<file path="config.mk">
export PLATFORM = sky130hd
export DESIGN_NAME = prio_vector_ctrl
export DESIGN_NICKNAME = d
export VERILOG_FILES = /design/src/rtl/pvc_pkg.sv /design/src/rtl/pvc_msb_find.sv /design/src/rtl/pvc_prio_gate.sv /design/src/rtl/prio_vector_ctrl.sv
export SDC_FILE = /design/constraint.sdc
export NUM_CORES = 2
export LEC_CHECK = 0
export BUFFER_PORTS_ARGS = -buffer_cell sky130_fd_sc_hd__buf_2
export CAP_MARGIN = 20
export CORE_UTILIZATION = 46
export CTS_CLUSTER_DIAMETER = 60
export DETAILED_ROUTE_END_ITERATION = 10
export GPL_ROUTABILITY_DRIVEN = 1
export PLACE_DENSITY_LB_ADDON = 0.3
export SLEW_MARGIN = 20
export SYNTH_ARGS = -nofsm -noshare
export SYNTH_HDL_FRONTEND = slang
export SYNTH_HIERARCHICAL = 1
export SYNTH_SLANG_ARGS = --single-unit
export TNS_END_PERCENT = 30
</file>
<file path="constraint.sdc">
create_clock -name clk -period 15.4 [get_ports clk]
set_clock_uncertainty 0.15 [all_clocks]
set_input_delay 3.08 -clock clk [delete_from_list [all_inputs] [get_ports clk]]
set_output_delay 3.08 -clock clk [all_outputs]
set_load 0.05 [all_outputs]
</file>
<file path="src/rtl/pvc_pkg.sv">
package pvc_pkg;
   localparam int SVR_IN_W     = 16;
   localparam int SVR_EN_BIT   = 8;
   localparam int SVR_QUIET_BIT = 12;
   localparam int CLASS_W      = 4;

   typedef enum logic [1:0] {
      RES_NONE  = 2'd0,
      RES_SPUR  = 2'd1,
      RES_TAKEN = 2'd2
   } ack_res_e;
endpackage

</file>
<file path="src/rtl/pvc_msb_find.sv">
module pvc_msb_find #(
   parameter int N   = 256,
   parameter int SEG = 16,
   localparam int IW  = $clog2(N),
   localparam int SW  = $clog2(SEG),
   localparam int NSEG = N / SEG,
   localparam int GW  = (NSEG > 1) ? $clog2(NSEG) : 1
) (
   input  logic [N-1:0]  bits,
   output logic          found,
   output logic [IW-1:0] idx
);
   if (N % SEG != 0 || (1 << IW) != N) begin : g_bad_cfg
      $error("pvc_msb_find: N must be a power of two and a multiple of SEG");
   end

   logic [NSEG-1:0]  seg_any;
   logic [SW-1:0]    seg_idx [NSEG];

   for (genvar g = 0; g < NSEG; g++) begin : g_seg
      always_comb begin
         seg_any[g] = |bits[g*SEG +: SEG];
         seg_idx[g] = '0;
         for (int b = 0; b < SEG; b++) begin
            if (bits[g*SEG + b]) seg_idx[g] = SW'(b);
         end
      end
   end

   logic [GW-1:0] top_g;
   always_comb begin
      top_g = '0;
      for (int g = 0; g < NSEG; g++) begin
         if (seg_any[g]) top_g = GW'(g);
      end
      found = |seg_any;
      idx   = IW'({top_g, seg_idx[top_g]});
   end
endmodule

</file>
<file path="src/rtl/pvc_prio_gate.sv">
module pvc_prio_gate #(
   parameter int VW = 8,
   localparam int CW = pvc_pkg::CLASS_W
) (
   input  logic [VW-1:0] tpr,
   input  logic          isr_found,
   input  logic [VW-1:0] isr_top,
   input  logic          irr_found,
   input  logic [VW-1:0] irr_top,
   output logic [VW-1:0] ppr,
   output logic          blocked
);
   if (VW <= CW) begin : g_bad_vw
      $error("pvc_prio_gate: vector width must exceed class width");
   end

   logic [CW-1:0] svc_class;
   always_comb begin
      svc_class = isr_found ? isr_top[VW-1 -: CW] : '0;
      if (tpr[VW-1 -: CW] >= svc_class) ppr = tpr;
      else                              ppr = {svc_class, {(VW-CW){1'b0}}};
      blocked = irr_found && (ppr != '0) &&
                (irr_top[VW-1 -: CW] <= ppr[VW-1 -: CW]);
   end
endmodule

</file>
<file path="src/rtl/prio_vector_ctrl.sv">
module prio_vector_ctrl #(
   parameter int NVEC = 256,
   parameter int SEG  = 16,
   localparam int VW  = $clog2(NVEC),
   localparam int SVW = pvc_pkg::SVR_IN_W
) (
   input  logic          clk,
   input  logic          rst_n,
   input  logic          set_valid,
   input  logic [VW-1:0] set_vec,
   input  logic          set_level,
   input  logic          ack_req,
   output logic          ack_valid,
   output logic          ack_none,
   output logic [VW-1:0] ack_vec,
   input  logic          eoi_req,
   output logic          eoi_done,
   input  logic          tpr_wr,
   input  logic [VW-1:0] tpr_data,
   input  logic          svr_wr,
   input  logic [SVW-1:0] svr_data,
   output logic          irq_out,
   output logic          eoi_bcast_valid,
   output logic [VW-1:0] eoi_bcast_vec
);
   import pvc_pkg::*;

   if ((1 << VW) != NVEC || VW > SVR_EN_BIT) begin : g_bad_nvec
      $error("prio_vector_ctrl: NVEC must be a power of two up to 256");
   end

   logic [NVEC-1:0] irr_q, isr_q, tmr_q;
   logic [NVEC-1:0] irr_n, isr_n, tmr_n;
   logic [VW-1:0]   tpr_q, spur_q;
   logic            en_q, quiet_q;

   logic            irr_f, isr_f, blocked;
   logic [VW-1:0]   irr_i, isr_i, ppr;
   ack_res_e        res;

   pvc_msb_find #(.N(NVEC), .SEG(SEG)) u_irr_find (
      .bits(irr_q), .found(irr_f), .idx(irr_i));
   pvc_msb_find #(.N(NVEC), .SEG(SEG)) u_isr_find (
      .bits(isr_q), .found(isr_f), .idx(isr_i));

   pvc_prio_gate #(.VW(VW)) u_gate (
      .tpr(tpr_q), .isr_found(isr_f), .isr_top(isr_i),
      .irr_found(irr_f), .irr_top(irr_i), .ppr(ppr), .blocked(blocked));

   always_comb begin
      if (!en_q || !irr_f) res = RES_NONE;
      else if (blocked)    res = RES_SPUR;
      else                 res = RES_TAKEN;
   end

   assign irq_out = (res == RES_TAKEN);

   always_comb begin
      irr_n = irr_q;
      isr_n = isr_q;
      tmr_n = tmr_q;
      if (eoi_req && isr_f)               isr_n[isr_i] = 1'b0;
      if (ack_req && res == RES_TAKEN) begin
         irr_n[irr_i] = 1'b0;
         isr_n[irr_i] = 1'b1;
      end
      if (set_valid) begin
         irr_n[set_vec] = 1'b1;
         tmr_n[set_vec] = set_level;
      end
   end

   logic bcast_now;
   assign bcast_now = eoi_req && isr_f && tmr_q[isr_i] && !quiet_q;

   always_ff @(posedge clk or negedge rst_n) begin
      if (!rst_n) begin
         irr_q           <= '0;
         isr_q           <= '0;
         tmr_q           <= '0;
         tpr_q           <= '0;
         spur_q          <= '1;
         en_q            <= 1'b0;
         quiet_q         <= 1'b0;
         ack_valid       <= 1'b0;
         ack_none        <= 1'b0;
         ack_vec         <= '0;
         eoi_done        <= 1'b0;
         eoi_bcast_valid <= 1'b0;
         eoi_bcast_vec   <= '0;
      end else begin
         irr_q <= irr_n;
         isr_q <= isr_n;
         tmr_q <= tmr_n;
         if (tpr_wr) tpr_q <= tpr_data;
         if (svr_wr) begin
            en_q    <= svr_data[SVR_EN_BIT];
            quiet_q <= svr_data[SVR_QUIET_BIT];
            spur_q  <= svr_data[VW-1:0];
         end
         ack_valid <= ack_req;
         ack_none  <= ack_req && (res == RES_NONE);
         if (!ack_req)              ack_vec <= '0;
         else if (res == RES_TAKEN) ack_vec <= irr_i;
         else if (res == RES_SPUR)  ack_vec <= spur_q;
         else                       ack_vec <= '0;
         eoi_done        <= eoi_req;
         eoi_bcast_valid <= bcast_now;
         eoi_bcast_vec   <= bcast_now ? isr_i : '0;
      end
   end

   // a result appears only in the cycle after an acknowledge strobe
   assert_ack_follows_req_R6: assert property (@(posedge clk) disable iff (!rst_n)
      ack_valid |-> $past(ack_req));

   // a delivered vector is in service when it is reported
   assert_taken_in_service_R6: assert property (@(posedge clk) disable iff (!rst_n)
      (ack_valid && !ack_none && $past(res == RES_TAKEN)) |-> isr_q[ack_vec]);

   // the interrupt line never rises while disabled or with nothing pending
   assert_irq_needs_enable_R7: assert property (@(posedge clk) disable iff (!rst_n)
      irq_out |-> (en_q && irr_q != '0));

   // completion pulse tracks the strobe one cycle later
   assert_eoi_done_R8: assert property (@(posedge clk) disable iff (!rst_n)
      $past(eoi_req) |-> eoi_done);

   // a broadcast implies the suppression bit was clear and an EOI occurred
   assert_bcast_gated_R9: assert property (@(posedge clk) disable iff (!rst_n)
      eoi_bcast_valid |-> ($past(eoi_req) && !$past(quiet_q) && eoi_done));
endmodule

</file>
==> results_dict.tcl <==
set metrics [dict create \
    path_class "flip-flop to primary output" \
    p_seq_share_pct 22.8 \
    ir_drop_mv 0.460 \
    synth_warnings 6 \
    die_x_um 297 \
    final_nets 4095 \
    fin_crit_ns 9.45 \
    clk_pin_slew_ns 0.06 \
    cp.required_ns 12.17 \
    clockPowerShare_pct 18.2 \
    rsz0062_at_grt "false" \
    place_congestion 0.991 \
    cts_resized 0 \
    p_switching_uw 5840 \
    h-tree-depth 3 \
    syn_area_sq_mm 0.0400 \
    dr_total_vias 34600 \
    worst-path-max-fanout 54 \
    powerDensity_mw_per_mm2 258 \
    viasPerCell 6.58 \
    syn_nets 4154 \
    clk_latency_ns 0.68 \
    fin_util_pct 51.4 \
    synthCells 4106 \
    rows 107 \
    design_area_sq_mm 0.0441 \
    routed_wl_um 142000 \
    cts_setup_buffers 0 \
    cts_buffer_depth 3 \
    numCtsBuffers 86 \
    fin_crit_sh_pct 61.4 \
    comb_power_share_pct 59.0 \
    endpoint_kind "primary output" \
    max_freq_mhz 106 \
    cts_tree "built" \
    drc 0 \
    area_growth_pct 10.2 \
    dp_hpwl_um 88500 \
    finalPower_uw 11400 \
    ant_nets 0 \
    numClockSinks 806 \
    drive_above_1_share_pct 15.2 \
    internal_power_uw 5540 \
    worstMarginPinSlew_ns 1.22 \
    grt_first_pass_wirelength_um 208000 \
    placed_area_sq_mm 0.0412 \
    tns_ns 0 \
    grt_max_degree 183 \
    first_global_vias 32700 \
    overflow 0 \
    dr.pass1.iters 6 \
    grt_util_all_layers_pct 31.3 \
    pin_count 61 \
    drv_cap 0 \
    port_buffers 54 \
    max-slew-margin-rel_pct 18.7 \
    drtIter0Drc 4303 \
    hold_viol 0 \
    outcome "complete, no violations" \
    drv_slew 0 \
    leakage_uw 0.0190 \
    fp.dieH_um 297 \
    cp.arrival_ns 6.22 \
    die_area_sq_mm 0.0881 \
    setup_viol_count_final 0 \
    start_kind "flip-flop" \
    syn_avg_cell_area_sq_um 9.74 \
    hold_buffers 0 \
    initial_core_util_pct 46.7 \
    crit_top_cell "ha_1" \
    cpMaxStageDelayCell "nor4_1" \
    antenna_found_initial 10 \
    min_path_type "flip-flop to flip-flop" \
    max_stage_delay_ns 0.68 \
    clock-root-buffer "clkbuf_16" \
    routedWlPerCell_um 27.0 \
    fp.coreArea_sq_mm 0.0857 \
    switching_share_pct 51.3 \
    crit_chain "nor4_1, nand4_1, a311oi_1, o211ai_2, nand2_4, inv_1, and2_1, ha_1, nand2b_4, a2111oi_4, nor2_2, mux2_2, ha_1, and4_1, a21oi_1, nor3_1, buf_4, nor2_1, buf_2" \
]
[routing by layer]
layer,vias to the layer above,wire (um),GRT usage [%]
met3,538,13000,5.49
met1,17100,56300,41.6
li1,14900,-,-
met4,4,10300,20.5
met2,2034,62200,47.1
met5,-,23,0
[critical path, delay by kind of cell, from the launching register on]
kind	cells	cell delay, ns
adder cells (fa/ha/maj)	2	0.56
AO/OA/AOI/OAI	4	1.20
multiplexers	1	0.30
AND/OR/NAND/NOR	9	2.50
flip-flops	1	0.42
buffers and inverters	3	0.57
[power by group through the flow]
| stage | combinational (uW) | sequential (uW) | clock (uW) |
|---|---|---|---|
| after global placement | 6350 | 2610 | 0 |
| final | 6720 | 2590 | 2080 |
| after floorplan | 4310 | 2590 | 0 |
| after global routing | 6840 | 2630 | 2180 |
| after detailed placement | 6400 | 2620 | 0 |
| after CTS | 6430 | 2580 | 2100 |
[worst paths after layout]
check,to,cells past startpoint,startpoint,slack (ns)
worst min register to register,tmr_q[182],1,tmr_q[182],0.35
worst min-delay path,tmr_q[182],1,tmr_q[182],0.35
max in group asynchronous,tmr_q[234],3,rst_n,10.28
worst max register to register,eoi_bcast_vec[4],17,isr_q[89],7.56
min in group asynchronous,isr_q[133],1,rst_n,2.34
worst max-delay path,irq_out,19,isr_q[89],5.95
[state kept, by name, summed over array words and instances (netlist names), 8 cells and up]
| name | cells |
|---|---|
| tpr_q | 8 |
| tmr_q | 256 |
| isr_q | 256 |
| ack_vec | 8 |
| irr_q | 256 |
| eoi_bcast_vec | 8 |
| spur_q | 8 |
[cells in the final DEF (no fill, tap or decap), types with 52 or more instances in the layout]
master,instances
buf_2,52
nand2_1,102
inv_1,95
a21oi_1,87
nor2b_1,73
dfrtp_1,798
clkbuf_16,87
nor3_1,123
nand3_1,88
buf_4,72
nand4_1,52
nor2_1,414
mux2_2,278
o21ai_0,1076
nor4_1,113
mux2i_1,79
[per-stage QoR]
stage / setup WS (ns) / std cells / hold WS, ns
floorplan: 7.04 / 4106 / 0.303
global placement: 6.82 / 5099 / 0.330
detailed placement: 6.81 / 5101 / 0.339
CTS: 6.12 / 5252 / 0.352
global route: 5.69 / 5255 / 0.363
finish: 5.95 / 5260 / 0.349
[area by class of cell]
cell class / count / area [sq um]
Timing Repair Buffer: 133 / 968
Clock inverter: 24 / 264
Sequential cell: 806 / 20200
Inverter: 101 / 379
Multi-Input combinational cell: 2919 / 18300
Antenna cell: 6 / 15.0
Tap cell: 1144 / 1430
Clock buffer: 127 / 2530
Fill cell: 7762 / 41600
No activity file was read; power rests on OpenSTA's default activity.
